--- src/rtl/gpio_bank_pkg.sv ---
package gpio_bank_pkg;
    typedef enum logic {WIN_DATA = 1'b0, WIN_IRQ = 1'b1} win_e;

    localparam logic [3:0] D_PIN_SET  = 4'h0;
    localparam logic [3:0] D_OE_SET   = 4'h2;
    localparam logic [3:0] D_OUT_CLR  = 4'h4;
    localparam logic [3:0] D_OE_CLR   = 4'h6;

    localparam logic [3:0] I_ACK      = 4'h0;
    localparam logic [3:0] I_EDGE     = 4'h4;
    localparam logic [3:0] I_BOTH     = 4'h6;
    localparam logic [3:0] I_POL      = 4'h8;
    localparam logic [3:0] I_MASK     = 4'hA;
    localparam logic [3:0] I_PEND     = 4'hC;
endpackage

--- src/rtl/gpio_bank_sync.sv ---
module gpio_bank_sync #(
    parameter int W      = 16,
    parameter int STAGES = 2
) (
    input  logic         clk,
    input  logic         rst_n,
    input  logic [W-1:0] async_i,
    output logic [W-1:0] sync_o
);
    logic [W-1:0] stage_q [STAGES];

    for (genvar g = 0; g < STAGES; g++) begin : g_stage
        logic [W-1:0] stage_d;
        if (g == 0) begin : g_first
            assign stage_d = async_i;
        end else begin : g_next
            assign stage_d = stage_q[g-1];
        end
        always_ff @(posedge clk) begin
            if (!rst_n) stage_q[g] <= '0;
            else        stage_q[g] <= stage_d;
        end
    end

    assign sync_o = stage_q[STAGES-1];
endmodule

--- src/rtl/gpio_bank_trig.sv ---
module gpio_bank_trig #(
    parameter int W = 16
) (
    input  logic [W-1:0] sync_i,
    input  logic [W-1:0] prev_i,
    input  logic [W-1:0] edge_i,
    input  logic [W-1:0] both_i,
    input  logic [W-1:0] pol_i,
    input  logic [W-1:0] lat_i,
    input  logic [W-1:0] mask_i,
    output logic [W-1:0] hit_o,
    output logic [W-1:0] pend_o
);
    for (genvar g = 0; g < W; g++) begin : g_line
        logic rise, fall, sel, lvl;
        assign rise = sync_i[g] & ~prev_i[g];
        assign fall = ~sync_i[g] & prev_i[g];
        // either transition when both-edge is set, else the one the polarity names
        assign sel  = both_i[g] ? (rise | fall) : (pol_i[g] ? rise : fall);
        assign hit_o[g] = edge_i[g] & sel;
        assign lvl  = (sync_i[g] == pol_i[g]);
        assign pend_o[g] = ~mask_i[g] & (edge_i[g] ? lat_i[g] : lvl);
    end
endmodule

--- src/rtl/gpio_irq_bank.sv ---
module gpio_irq_bank
    import gpio_bank_pkg::*;
#(
    parameter int W          = 16,
    parameter int ADDR_W     = 4,
    parameter int SYNC_DEPTH = 2
) (
    input  logic              clk,
    input  logic              rst_n,
    input  logic              bus_win,
    input  logic [ADDR_W-1:0] bus_addr,
    input  logic              bus_we,
    input  logic [W-1:0]      bus_wdata,
    output logic [W-1:0]      bus_rdata,
    input  logic [W-1:0]      pad_in,
    output logic [W-1:0]      pad_out,
    output logic [W-1:0]      pad_oe,
    output logic              irq_o
);
    localparam logic [W-1:0] ALL_MASKED = {W{1'b1}};

    typedef struct packed {
        logic [W-1:0] out;
        logic [W-1:0] oe;
        logic [W-1:0] prev;
        logic [W-1:0] lat;
        logic [W-1:0] edge_m;
        logic [W-1:0] both;
        logic [W-1:0] pol;
        logic [W-1:0] mask;
    } st_t;

    st_t          st_d, st_q;
    logic [W-1:0] sync_w, hit_w, pend_w, ack_w;
    logic [3:0]   off_w;
    logic         wr_data, wr_irq;

    gpio_bank_sync #(.W(W), .STAGES(SYNC_DEPTH)) sync_i (
        .clk     (clk),
        .rst_n   (rst_n),
        .async_i (pad_in),
        .sync_o  (sync_w)
    );

    gpio_bank_trig #(.W(W)) trig_i (
        .sync_i (sync_w),
        .prev_i (st_q.prev),
        .edge_i (st_q.edge_m),
        .both_i (st_q.both),
        .pol_i  (st_q.pol),
        .lat_i  (st_q.lat),
        .mask_i (st_q.mask),
        .hit_o  (hit_w),
        .pend_o (pend_w)
    );

    assign off_w   = 4'(bus_addr);
    assign wr_data = bus_we && (bus_win == WIN_DATA);
    assign wr_irq  = bus_we && (bus_win == WIN_IRQ);
    assign ack_w   = (wr_irq && off_w == I_ACK) ? bus_wdata : '0;

    always_comb begin
        st_d      = st_q;
        st_d.prev = sync_w;
        // a fresh event outranks an acknowledge in the same cycle
        st_d.lat  = (st_q.lat & ~ack_w) | hit_w;
        if (wr_data) begin
            unique case (off_w)
                D_PIN_SET: st_d.out = st_q.out | bus_wdata;
                D_OUT_CLR: st_d.out = st_q.out & ~bus_wdata;
                D_OE_SET:  st_d.oe  = st_q.oe | bus_wdata;
                D_OE_CLR:  st_d.oe  = st_q.oe & ~bus_wdata;
                default: ;
            endcase
        end
        if (wr_irq) begin
            unique case (off_w)
                I_EDGE: st_d.edge_m = bus_wdata;
                I_BOTH: st_d.both   = bus_wdata;
                I_POL:  st_d.pol    = bus_wdata;
                I_MASK: st_d.mask   = bus_wdata;
                default: ;
            endcase
        end
    end

    always_ff @(posedge clk) begin
        if (!rst_n) begin
            st_q      <= '0;
            st_q.mask <= ALL_MASKED;
        end else begin
            st_q <= st_d;
        end
    end

    always_comb begin
        bus_rdata = '0;
        if (bus_win == WIN_DATA) begin
            unique case (off_w)
                D_PIN_SET:          bus_rdata = sync_w;
                D_OE_SET, D_OE_CLR: bus_rdata = st_q.oe;
                D_OUT_CLR:          bus_rdata = st_q.out;
                default: ;
            endcase
        end else begin
            unique case (off_w)
                I_ACK:  bus_rdata = st_q.lat;
                I_EDGE: bus_rdata = st_q.edge_m;
                I_BOTH: bus_rdata = st_q.both;
                I_POL:  bus_rdata = st_q.pol;
                I_MASK: bus_rdata = st_q.mask;
                I_PEND: bus_rdata = pend_w;
                default: ;
            endcase
        end
    end

    assign pad_out = st_q.out;
    assign pad_oe  = st_q.oe;
    assign irq_o   = |pend_w;
endmodule

--- config.mk ---
export PLATFORM = sky130hd
export DESIGN_NAME = gpio_irq_bank
export DESIGN_NICKNAME = d
export VERILOG_FILES = /design/src/rtl/gpio_bank_pkg.sv /design/src/rtl/gpio_bank_sync.sv /design/src/rtl/gpio_bank_trig.sv /design/src/rtl/gpio_irq_bank.sv
export SDC_FILE = /design/constraint.sdc
export NUM_CORES = 1
export LEC_CHECK = 0
export CORE_MARGIN = 1
export CORE_UTILIZATION = 40
export DETAILED_ROUTE_END_ITERATION = 8
export GPL_ROUTABILITY_DRIVEN = 0
export PLACE_DENSITY_LB_ADDON = 0.12
export SLEW_MARGIN = 40
export SYNTH_ARGS = -nofsm -noshare
export SYNTH_HDL_FRONTEND = slang
export SYNTH_SLANG_ARGS = --single-unit
--- constraint.sdc ---
create_clock -name clk -period 1.8 [get_ports clk]
set_input_delay 0.36 -clock clk [delete_from_list [all_inputs] [get_ports clk]]
set_output_delay 0.36 -clock clk [all_outputs]
set_load 0.005 [all_outputs]
==> reports/metrics.yaml <==
layout_common_cells: "buf_4 (171), nand2_1 (144), dfxtp_1 (119)"
synth_edf_count: 0
io_buffers: 88
r2r_cells: 7
htreeDepth: 4
whs_ps: 387
cts-root-buf: "clkbuf_16"
synth_flop_cell: "dfxtp_1"
holdPathStages: 3
dpl-instance-area_um2: 9950
die_x_um: 141
die_h_um: 141
area_growth_pct: 47.8
grt_use_total: 0.278
finalSetupViolCount: 33
yosysUniqueCellTypes: 36
design_area_um2: 11500
drc_errors: 8
cts_num_sinks: 160
postLayoutSetupSlackWorst_ps: -586
cts_tree: "built"
via_per_inst: 5.54
cp_data_arrival_time_ps: 2030
critPathLaunchType: "flip-flop"
path_buf_inv: 1
clockPowerShare: 0.480
fin_tns_setup_ps: -8170
ff2ff_setup_slack_ps: 340
ctsHoldBuffers: 0
synth_fa_ha_area_frac: 0.0515
clock_skew_ps: 4.22
grt_pass1_vias: 7198
power_density_nw_per_um2: 751
hp-class: "in -> reg"
worst_pin_slew_ps: 495
slowest_stage: "or4_4"
synthCells: 896
drtIter0Drc: 1050
outcome: "finished, violations left"
period_needed_ps: 2390
hold_viol_final: 0
slew_headroom: 0.670
drive_gt1_frac: 0.351
synth_fp_nets: 968
max_stage_delay_ps: 550
rows: 50
initial_core_util: 0.411
async_reset_ff_frac: 0
ys.warnings.count: 0
grt_max_degree: 60
r2r_start: "sync_i.stage_q[1][11]$_SDFF_PN0_"
routed_wl_um: 27600
synth_xor_area_frac: 0.0180
clk_latency_ps: 440
internal_power_mw: 6.53
ir_drop_v: 0.000664
power_frac_seq: 0.423
synth_compound_area_frac: 0.241
grt_overflow: 0
die-area_um2: 20000
clock_path_buffers: 2
synth-simple-area-share: 0.152
ys_ff_latch: 160
mostFrequentLayoutCell: "buf_4"
antenna_found_initial: 0
maxCapViolCount: 0
crit_chain: "xor2_1 -> o31a_1 -> nand4_1 -> or4_4 -> buf_6"
ant_nets: 0
final.period_utilization: 1.33
vias: 7672
violations: "DRC, setup timing"
ioPinCount: 89
crit_fanout: 2
critical_path_class: "reg -> out"
core_area_um2: 18900
wl_per_cell_um: 19.9
power_frac_comb: 0.096
hpwl_um: 18200
hp-start: "rst_n"
syn-mean-instance-area_um2: 8.67
crit_required_ps: 1440
leakage_nw: 4.92
num_antenna_cells: 0
rsz0062_at_grt: "true"
p_sw_mw: 2.08
slew_violations: 0
yosysSeqAreaShare: 0.412
crit_path_end_kind: "output port"
cts_made_buffers: 17
synthMuxAreaShare: 0.0232
nNetsFinal: 1184
max_freq_mhz: 419
syn_area_um2: 7770
cp_top_family: "simple AND/OR/NAND/NOR gates"
holdPathEnd: "st_q[14]$_SDFFE_PN1P_"
grt_pass1_wl_um: 41700
dr.pass1.iters: 9
path_clk_slew_ps: 70
netSwitchingFraction: 0.242
rr_endpoint: "st_q[75]$_SDFF_PN0_"
synth_top_family_by_area: "compound AO/OA/AOI/OAI gates"
synth_stat cells, types with 8 or more instances:
cell / count / area, µm²
dfxtp_1: 160 / 3200
a21o_1: 16 / 120
buf_2: 15 / 75.1
mux2_2: 16 / 180
nand2_1: 144 / 541
clkbuf_1: 45 / 169
o31a_1: 16 / 140
o22ai_1: 16 / 100
and2_1: 32 / 200
nor2_1: 18 / 67.6
o211ai_1: 32 / 240
xor2_1: 16 / 140
nor3b_1: 8 / 60.1
o21ai_1: 10 / 50.1
a221oi_1: 8 / 70.1
a21oi_1: 96 / 480
nand3b_1: 16 / 120
a222oi_1: 24 / 240
ha_1: 32 / 400
a311oi_1: 32 / 280
inv_1: 49 / 184
buf_4: 48 / 360
a22oi_1: 16 / 120
worst register-to-register path, cell delays in order, from the launching register on:
cell	delay, ps
dfxtp_4	380
buf_6	100
buf_4	120
inv_1	50
ha_1	190
mux2_2	260
o211ai_1	160
a21oi_1	80
metal layers:
layer  up-vias  global-route usage  wire, µm
li1       3604                   -         -
met1      3657               0.410     13000
met2       367               0.410     11800
met3        44              0.0456      2230
met4         0              0.0922       538
met5         -                   0         0
worst max path at each step:
stage,slack (ps),from,depth (start not counted),endpoint
floorplan,0.3,bus_addr[0],6,bus_rdata[10]
global placement,-1140,bus_addr[1],8,bus_rdata[5]
detailed placement,-1120,bus_addr[1],8,bus_rdata[5]
CTS,-610,st_q[19]$_SDFFE_PN0P_,5,irq_o
global route,-620,sync_i.stage_q[1][1]$_SDFF_PN0_,5,irq_o
finish,-590,sync_i.stage_q[1][1]$_SDFF_PN0_,5,irq_o
layout make-up:
type	instances	area [µm²]
clock buffers	18	439
clock inverters	13	224
fillers	1668	7410
inverters	49	185
multi-input cells	577	4170
flip-flops and latches	160	3270
well taps	260	325
repair buffers	307	2870
power by group through the flow:
| stage | sequential (mW) | clock [mW] | combinational [mW] |
|---|---|---|---|
| 5_1_grt | 3.65 | 4.31 | 0.882 |
| 4_1_cts | 3.65 | 4.17 | 0.808 |
| 3_3_place_gp | 3.73 | 0 | 0.703 |
| 3_5_place_dp | 3.73 | 0 | 0.708 |
| 2_1_floorplan | 3.72 | 0 | 0.337 |
| 6_report | 3.65 | 4.14 | 0.830 |
cells by family after synthesis:
group | count (synthesis)
AOI/OAI and AO/OA | 272
xor gates and xnor gates | 16
adders and majority gates | 32
buffers and inverters | 159
DFF | 160
muxes | 16
and+or+nand+nor | 241
repair_timing:
action | 4_1_cts | 5_1_grt
pin swaps | 89 | 39
cloned | 8 | 1
setup endpoints to repair | 109 | 45
hold endpoints to repair | 0 | 0
buffers inserted | 28 | 14
resized for setup | 183 | 65
stage by stage:
step,setup slack [ps],total power [mW],utilization,cells
6_report,-586,8.62,0.608,1384
5_1_grt,-620,8.84,0.608,1384
4_1_cts,-609,8.63,0.599,1379
3_5_place_dp,-1120,4.44,0.527,1318
3_3_place_gp,-1140,4.43,0.527,1318
2_1_floorplan,0.282,4.06,-,896
Power figures use the tool's default switching activity.
